<file path="src/rtl/sg_busmaster_dma.sv">
module sg_busmaster_dma (
  input  logic        clk,
  input  logic        rst_n,
  input  logic [15:0] io_base,
  input  logic        io_en,
  input  logic [15:0] io_addr,
  input  logic        io_wr,
  input  logic [7:0]  io_wdata,
  output logic [7:0]  io_rdata,
  input  logic        xfer_valid,
  output logic        xfer_ready,
  input  logic        xfer_ch,
  input  logic        xfer_to_dev,
  input  logic [16:0] xfer_len,
  output logic        xfer_done,
  output logic [1:0]  xfer_res,
  input  logic [7:0]  din_data,
  input  logic        din_valid,
  output logic        din_ready,
  output logic [7:0]  dout_data,
  output logic        dout_valid,
  input  logic        dout_ready,
  output logic        mem_req,
  output logic        mem_we,
  output logic [31:0] mem_addr,
  output logic [31:0] mem_wdata,
  output logic [3:0]  mem_be,
  input  logic        mem_ready,
  input  logic [31:0] mem_rdata,
  input  logic [1:0]  dev_irq,
  output logic [1:0]  irq
);
  typedef enum logic [2:0] {E_IDLE, E_F0, E_F1, E_WR, E_RD, E_OUT, E_END} est_t;

  logic [7:0]  cmd [2];
  logic [7:0]  ptr0 [2];
  logic [31:0] ptr [2], cur [2], badr [2];
  logic [16:0] cnt [2];
  logic [1:0]  eot, act, err, ist, s5, s6, fpend, irq_q;
  est_t        st;
  logic        ech, xon, dir;
  logic [16:0] rem;
  logic [7:0]  obuf;
  logic [31:0] dw0;
  logic [1:0]  res;

  logic       hit, wr_hit, rch, step;
  logic [2:0] off;
  logic [1:0] start_w;

  assign hit    = io_en && (io_base[15:4] != 12'h0) && (io_addr[15:4] == io_base[15:4]);
  assign wr_hit = hit && io_wr;
  assign rch    = io_addr[3];
  assign off    = io_addr[2:0];
  assign start_w[0] = wr_hit && !rch && off == 3'd0 && io_wdata[0] && !cmd[0][0];
  assign start_w[1] = wr_hit &&  rch && off == 3'd0 && io_wdata[0] && !cmd[1][0];

  always_comb begin
    io_rdata = 8'hFF;
    if (hit)
      case (off)
        3'd0: io_rdata = cmd[rch];
        3'd2: io_rdata = {1'b0, s6[rch], s5[rch], 2'b00, ist[rch], err[rch], act[rch]} & 8'h67;
        3'd4: io_rdata = ptr0[rch];
        3'd5: io_rdata = ptr[rch][15:8];
        3'd6: io_rdata = ptr[rch][23:16];
        3'd7: io_rdata = ptr[rch][31:24];
        default: io_rdata = 8'hFF;
      endcase
  end

  assign xfer_ready = (st == E_IDLE) && (fpend == 2'b00);
  assign xfer_done  = (st == E_END);
  assign xfer_res   = res;
  assign mem_req    = (st == E_F0) || (st == E_F1) || (st == E_RD) || (st == E_WR && din_valid);
  assign mem_we     = (st == E_WR);
  assign mem_addr   = (st == E_F0) ? cur[ech] : (st == E_F1) ? cur[ech] + 32'd4
                                   : {badr[ech][31:2], 2'b00};
  assign mem_be     = (st == E_WR) ? (4'b0001 << badr[ech][1:0]) : 4'hF;
  assign mem_wdata  = {4{din_data}};
  assign din_ready  = (st == E_WR) && mem_ready;
  assign dout_valid = (st == E_OUT);
  assign dout_data  = obuf;
  assign irq        = ist;
  assign step       = (st == E_WR && din_valid && mem_ready) || (st == E_OUT && dout_ready);

  always_ff @(posedge clk or negedge rst_n) begin
    if (!rst_n) begin
      for (int c = 0; c < 2; c++) begin
        cmd[c] <= '0; ptr0[c] <= '0; ptr[c] <= '0; cur[c] <= '0;
        badr[c] <= '0; cnt[c] <= '0;
      end
      eot <= '0; act <= '0; err <= '0; ist <= '0; s5 <= '0; s6 <= '0;
      fpend <= '0; irq_q <= '0;
      st <= E_IDLE; ech <= 1'b0; xon <= 1'b0; dir <= 1'b0;
      rem <= '0; obuf <= '0; dw0 <= '0; res <= '0;
    end else begin
      // software register writes
      if (wr_hit)
        case (off)
          3'd0: begin
            cmd[rch] <= io_wdata;
            if (io_wdata[0] && !cmd[rch][0]) begin
              act[rch] <= 1'b1; cur[rch] <= ptr[rch]; fpend[rch] <= 1'b1;
            end else if (!io_wdata[0] && cmd[rch][0]) act[rch] <= 1'b0;
          end
          3'd2: begin
            s5[rch] <= io_wdata[5]; s6[rch] <= io_wdata[6];
            if (io_wdata[1]) err[rch] <= 1'b0;
            if (io_wdata[2]) ist[rch] <= 1'b0;
          end
          3'd4: begin ptr[rch][7:0] <= {io_wdata[7:2], 2'b00}; ptr0[rch] <= io_wdata; end
          3'd5: ptr[rch][15:8]  <= io_wdata;
          3'd6: ptr[rch][23:16] <= io_wdata;
          3'd7: ptr[rch][31:24] <= io_wdata;
          default: ;
        endcase

      // engine
      case (st)
        E_IDLE:
          if (fpend != 2'b00) begin
            ech <= fpend[0] ? 1'b0 : 1'b1; xon <= 1'b0; st <= E_F0;
            if (fpend[0]) begin if (!start_w[0]) fpend[0] <= 1'b0; end
            else if (!start_w[1]) fpend[1] <= 1'b0;
          end else if (xfer_valid) begin
            ech <= xfer_ch; dir <= xfer_to_dev; rem <= xfer_len;
            if (!act[xfer_ch]) begin res <= 2'd3; st <= E_END; end
            else if (xfer_len == 17'd0) begin res <= 2'd0; st <= E_END; end
            else if (cnt[xfer_ch] == 17'd0) begin err[xfer_ch] <= 1'b1; res <= 2'd2; st <= E_END; end
            else begin xon <= 1'b1; st <= xfer_to_dev ? E_RD : E_WR; end
          end
        E_F0: if (mem_ready) begin dw0 <= mem_rdata; st <= E_F1; end
        E_F1: if (mem_ready) begin
          badr[ech] <= {dw0[31:1], 1'b0};
          cnt[ech]  <= (mem_rdata[15:1] == 15'd0) ? 17'h10000 : {1'b0, mem_rdata[15:1], 1'b0};
          eot[ech]  <= mem_rdata[31];
          if (!start_w[ech]) cur[ech] <= cur[ech] + 32'd8;
          st <= !xon ? E_IDLE : (rem == 17'd0) ? E_END : (dir ? E_RD : E_WR);
        end
        E_RD: if (mem_ready) begin obuf <= mem_rdata[8*badr[ech][1:0] +: 8]; st <= E_OUT; end
        E_END: begin st <= E_IDLE; xon <= 1'b0; end
        default: ;
      endcase

      if (step) begin
        badr[ech] <= badr[ech] + 32'd1;
        cnt[ech]  <= cnt[ech] - 17'd1;
        rem       <= rem - 17'd1;
        if (cnt[ech] == 17'd1) begin
          if (rem == 17'd1) begin
            err[ech] <= 1'b0;
            if (eot[ech]) begin
              if (!start_w[ech]) act[ech] <= 1'b0;
              res <= 2'd1; st <= E_END;
            end else begin res <= 2'd0; st <= E_F0; end
          end else if (eot[ech]) begin err[ech] <= 1'b1; res <= 2'd2; st <= E_END; end
          else st <= E_F0;
        end else if (rem == 17'd1) begin err[ech] <= 1'b0; res <= 2'd0; st <= E_END; end
        else st <= dir ? E_RD : E_WR;
      end

      // device interrupt levels
      for (int c = 0; c < 2; c++) begin
        if (dev_irq[c] && !irq_q[c]) ist[c] <= 1'b1;
        else if (!dev_irq[c] && irq_q[c]) ist[c] <= 1'b0;
      end
      irq_q <= dev_irq;
    end
  end


  start_sets_active_chk: assert property (@(posedge clk) disable iff (!rst_n)
    start_w[0] |=> act[0]);


  inactive_ignored_chk: assert property (@(posedge clk) disable iff (!rst_n)
    (xfer_valid && xfer_ready && !act[xfer_ch]) |=> (xfer_done && xfer_res == 2'd3 && !mem_req));


  table_end_clears_chk: assert property (@(posedge clk) disable iff (!rst_n)
    (xfer_done && xfer_res == 2'd1) |-> (!act[ech] && !err[ech]));


  irq_follows_dev_chk: assert property (@(posedge clk) disable iff (!rst_n)
    $rose(dev_irq[1]) |=> irq[1]);


  mem_hold_chk: assert property (@(posedge clk) disable iff (!rst_n)
    (mem_req && !mem_we && !mem_ready) |=> (mem_req && $stable(mem_addr)));


  always_comb
    if (rst_n && hit && off == 3'd2)
      status_mask_chk: assert ((io_rdata & 8'h98) == 8'h00);
endmodule

</file>
<file path="config.mk">
export PLATFORM = sky130hd
export DESIGN_NAME = sg_busmaster_dma
export DESIGN_NICKNAME = d
export VERILOG_FILES = /design/src/rtl/sg_busmaster_dma.sv
export SDC_FILE = /design/constraint.sdc
export NUM_CORES = 1
export LEC_CHECK = 0
export BUFFER_PORTS_ARGS = -buffer_cell sky130_fd_sc_hd__buf_2
export CORE_MARGIN = 10
export CORE_UTILIZATION = 55
export CTS_CLUSTER_SIZE = 20
export DETAILED_ROUTE_END_ITERATION = 7
export PLACE_DENSITY_LB_ADDON = 0.2
export SYNTH_ARGS = -nofsm -noshare
export SYNTH_HDL_FRONTEND = slang
export SYNTH_SLANG_ARGS = --single-unit
</file>
<file path="constraint.sdc">
create_clock -name clk -period 3.46 [get_ports clk]
set_input_delay 0 -clock clk [delete_from_list [all_inputs] [get_ports clk]]
set_output_delay 0 -clock clk [all_outputs]
set_load 0.05 [all_outputs]
</file>
# Yosys cells after proc, flatten, opt, wreduce, memory -nomap -nowiden
# Index checks and enable logic that the tools add are counted.
[classes] addsub=5 magnitude_cmp=11 n_eq_ne=23 n_shift=2 n_mux=174 n_bitwise=15 reduce_logical=75
[ops] cell="two-way mux 64 bit" n=9
[ops] cell="bitwise mux 64 bit" n=8
[ops] cell="two-way mux 32 bit" n=14
[ops] cell="case mux 64 bit (4 select lines)" n=1
[ops] cell="two-way mux 17 bit" n=12
[ops] cell="demux 32 bit (select 1 bit)" n=6
[ops] cell="two-way mux 34 bit" n=3
[ops] cell="two-way mux 2 bit" n=42
[ops] cell="two-way mux 8 bit" n=9
[ops] cell="bitwise mux 34 bit" n=2
[ops] cell="logical NOT 17 bit" n=3
[ops] cell="two-way mux 3 bit" n=16
[ops] cell="case mux 8 bit (6 select lines)" n=1
[ops] cell="two-way mux 1 bit" n=36
[ops] cell="equality test 17 x 1 -> 1 bit (second input constant)" n=2
[ops] cell="subtractor 17 x 1 -> 17 bit (second input constant)" n=2
[ops] cell="adder 32 x 1 -> 32 bit (second input constant)" n=1
[ops] cell="adder 32 x 3 -> 32 bit (second input constant)" n=1
[ops] cell="adder 32 x 4 -> 32 bit (second input constant)" n=1
[ops] cell="bitwise mux 16 bit" n=2
[ops] cell="indexed part select 32 x 6 -> 8 bit" n=1
[ops] cell="logical AND 1 bit" n=27
[ops] cell="two-way mux 24 bit" n=1
[ops] cell="equality test 3 bit (second input constant)" n=7
[ops] cell="other kinds (39)" n=98
[word_totals] regBits=339 input_bits=109 out_inout_bits=94 word_cells=334

# Logic depth before layout (Yosys ltp)
[logic_depth] depth_word=21 ltp_mapped=16 ltp_nobuf=9

# Worst setup path before layout
# OpenSTA, ideal clock, no wires.
[synth_path] path_kind="flip-flop to output port" start="register ech" end="output port mem_addr[21]" t_arrival_ps=4223 required_ps=3460 path_slack_ps=-763 path_stages_with_launch=16 n_path_buf=7 path_cell_list="dfrtp_1 -> buf_6 -> buf_8 -> buf_12 -> buf_6 -> buf_4 -> buf_4 -> buf_2 -> mux2_2 -> ha_1 -> nand4_1 -> a22oi_4 -> nand3_2 -> nor4b_1 -> xor2_1 -> a222oi_1"
[synth_between] elab_chain_cells=7 elab_cells_between_ends=10 classes_between="add/sub (1); mux (8); bitwise (1)"
[synth_lines] item="from (decl)" line="41" text="logic ech, xon, dir;"
[synth_lines] item="from (signal assigned)" line="127" text="ech <= xfer_ch; dir <= xfer_to_dev; rem <= xfer_len;"
[synth_lines] item="NOT 1 -> 2 bit (not written as such) (*)" line="77, 78"
[synth_lines] item="two-way mux 32 bit (not written as such) (3 in a row)" line="77" text="assign mem_addr = (st == E_F0) ? cur[ech] : (st == E_F1) ? cur[ech] + 32'd4"
[synth_lines] item="adder 32 x 3 -> 32 bit" line="77"
[synth_lines] item="two-way mux 32 bit" line="77"
[synth_lines] item="two-way mux 32 bit (*)" line="77"
[synth_lines] item="to (decl)" line="25" text="output logic [31:0] mem_addr,"
# Mark *: on every way between the ends. The rest lies on a longest branch, timed or not. The select of a mux whose other input is x is not followed.

# Final worst setup path
[layout_path] start="register ech" end="output port mem_addr[30]"
# Same word-level chain as after synthesis.

==> results.toml <==
[critical_path]
endpoint = "mem_addr[30]"
critical_path_class = "reg -> out"
setup.worst_path.end_class = "primary output"
reg2reg_to = "badr[22]"
critPathLaunchType = "flop"
r2r_start = "ech"
crit_chain = "buf_12, buf_4, nand3b_1, a22oi_4, nand4_4, nor2_1, nor4b_1, a221oi_1, buf_4, buf_12"
crit_required_ns = 3.46
critPathMaxStageDelay_ns = 0.58
worst-path-stages = 10
reg2reg_depth = 9
critical_path.top_delay_family = "simple AND/OR/NAND/NOR gates"
crit_start = "ech"
crit_arrival_ns = 3.37
r2r_setup_slack_ns = 0.47
path_buf_inv = 4
crit_path_top_delay_cell = "dfrtp_4"
path_max_fanout = 47

[routing]
first_pass_iters = 7
drc_errors = 0
vias_per_cell = 6.329
initialDrtViolationCount = 2162
drt_wl_total_mm = 66.09
wl_per_cell_um = 23.12
via_count = 18090
ant_nets = 0

[logic_synthesis]
yosysUniqueCellTypes = 97
synth_edf_count = 0
syn_area_mm2 = 0.02057
synth_seq_cells = 338
yosys_most_used_dff = "dfrtp_1"
yosysWarnings = 0
ys_seq_area_share_pct = 41.11
synth-async-reset-ratio_pct = 100.0
syn_area_per_cell_um2 = 9.372
synth_nets = 2318
syn_inst = 2195

[global_routing]
grt_max_degree = 105
antenna_found_initial = 1
grt_pass1_wl_mm = 103.1
grt_pass1_vias = 17750
grt_overflow_total = 0
grtUsageTotal_pct = 28.79

[die]
dieArea_mm2 = 0.04554
io-pin-count = 203
core_area_mm2 = 0.03679
start_util_pct = 55.93
die_y_um = 213.4
fp.dieW_um = 213.4
rows = 70

[sta]
finalHoldViolCount = 0
finalSetupViolations = 0
period_needed_ns = 3.372
fmax_mhz = 296.6
rsz0062_at_grt = "true"
finClkSkew_ns = 0.03080
hold_slack_ns = 0.00006929
min_period_over_period_pct = 97.44
slew_viol_final = 0
slew_headroom_pct = 22.58
tightestPinTransition_ns = 1.157

[pwr]
internal-power_mw = 10.21
cellLeakagePower_nw = 10.69
ir_drop_uv = 762.5
pwr-share-comb_pct = 44.2
clkPwrFrac_pct = 22.8
p_seq_share_pct = 33.0
switching_share_pct = 43.12
p_switching_mw = 7.740
total_power_mw = 17.95
p_per_area_mw_per_mm2 = 754.4

[place]
globalplace.congestion = 0.9606
port_buffers = 158
placed_cells = 2720
dp_hpwl_mm = 46.09

[finish]
final-instance-count-excl-fill = 2858
fillers = 3002
drive_above_1_share_pct = 21.68
syn_to_final_growth_pct = 15.65
nets = 2483

[cts]
tritoncts = "done"
worst_skew_pair.late_latency_ns = 0.58
cts_inserted_buffers = 39
clk_pin_slew_ns = 0.06
cts_root_buf = "clkbuf_16"
cts_sinks = 338
htree_levels = 2
clk_path_buf_depth = 3

[job]
maxCapViolCount = 0

[status]
outcome = "completed"

[hold_path]
hold_path.class = "in -> out"
[power groups by stage]
stage | combinational (mW) | clock [mW] | sequential, mW
after floorplan | 5.54 | 0 | 5.72
after global placement | 7.62 | 0 | 5.90
after detailed placement | 7.75 | 0 | 5.94
after CTS | 7.88 | 4.15 | 5.86
after global routing | 8.51 | 4.32 | 6.02
final | 7.94 | 4.10 | 5.92
[stage by stage]
stage	setup WS [ns]	utilization, %	instance area [um^2]	setup TNS, ns
global placement	0.4819	59.38	21840	0
finish	0.08848	64.68	23790	0
CTS	0.01214	64.57	23750	0
floorplan	-0.4263	-	20640	-0.4297
global route	-0.03294	64.67	23790	-0.04410
detailed placement	0.4262	59.38	21840	0
[cell type report]
cell class,count,area [um^2],area share [%]
diodes,1,2.502,0.01052
clock buffers,58,1117,4.696
clock inverters,12,138.9,0.5837
inverters,29,108.9,0.4575
multi-input cells,1667,11240,47.23
flip-flops and latches,338,8462,35.56
well taps,468,585.6,2.461
repair buffers,285,2140,8.992
[routing by layer]
| metal | GRT usage, % | routed length, um |
|---|---|---|
| met2 | 47.26 | 31630 |
| met4 | 12.30 | 2728 |
| met5 | 0 | 13 |
| met3 | 3.928 | 4248 |
| met1 | 37.58 | 27470 |
[repair_timing]
action / CTS / global route
hold endpoints to repair: 297 / 0
gates resized for setup: 1 / 8
setup buffers: 3 / 1
hold buffers: 63 / 0
setup endpoints to repair: 6 / 6
pin swaps: 0 / 2
[worst min-delay path by stage]
stage | end | slack [ns] | start | cells past startpoint
after floorplan | act[0] | -0.30 | rst_n | 0
after global placement | mem_wdata[0] | 0.0009 | din_data[0] | 0
after detailed placement | mem_wdata[0] | 0.0009 | din_data[0] | 0
after CTS | mem_wdata[0] | 0.0009 | din_data[0] | 0
after global routing | mem_wdata[27] | 0.0003 | din_data[3] | 0
final | mem_wdata[27] | 0.00007 | din_data[3] | 0
[synth_stat cells, drive strengths merged (17+ instances only)]
master	n	area, um^2
dfrtp	338	8458
xnor2	51	446.7
nand4	26	190.2
xor2	55	481.7
inv	28	105.1
o22ai	23	156.4
or3	19	118.9
mux2i	98	984.7
o21ai	103	515.5
mux2	159	1790
a21oi	126	634.4
a31oi	34	212.7
nand2	315	1185
nor4	32	250.2
nor2	185	701.9
a311oi	17	148.9
nor3	55	306.6
nand3	76	400.4
and3	25	156.4
clkbuf	79	296.5
buf	82	574.3
nand3b	38	372.9
[kinds of logic (layout without fill, tap and decap cells)]
| logic type | after synthesis | in the layout | share of synthesized area [%] |
|---|---|---|---|
| buffers and inverters | 190 | 384 | 4.762 |
| XOR/XNOR | 106 | 106 | 4.513 |
| flip-flops | 338 | 338 | 41.11 |
| AND/OR/NAND/NOR | 836 | 836 | 20.32 |
| multiplexers | 257 | 257 | 13.49 |
| AO/OA/AOI/OAI | 454 | 454 | 14.95 |
| adder cells (fa/ha/maj) | 14 | 14 | 0.8515 |
| other | 0 | 1 | 0 |
[registers in the layout, indices dropped and copies added, names as in the netlist]
register and flops:
act 2, badr 64, cmd 16, cnt 34, cur 64, dir 1
dout_data 8, dw0 31, ech 1, eot 2, err 2, fpend 2
irq 2, irq_q 2, ptr 64, ptr0 16, rem 17, s5 2
s6 2, st 3, xfer_res 2, xon 1
[placed cells by master (no fill, tap or decap), types with 13 or more instances in the layout]
cell and count:
and2_1 14, nand4_1 23, ha_1 13, xor2_1 55, nor2_1 179, nand2_1 312
dfrtp_1 337, inv_1 26, mux2i_1 96, a31oi_1 34, nor3_1 50, buf_4 58
mux2_2 153, buf_12 16, a21oi_1 125, o21ai_0 92, nand3_1 71, dlygate4sd3_1 63
a311oi_1 17, clkbuf_16 39, nor4_1 24, or3_1 19, o22ai_1 21, nand3b_1 31
buf_2 146, xnor2_1 51, and3_1 24
Power figures use the tool's default switching activity.
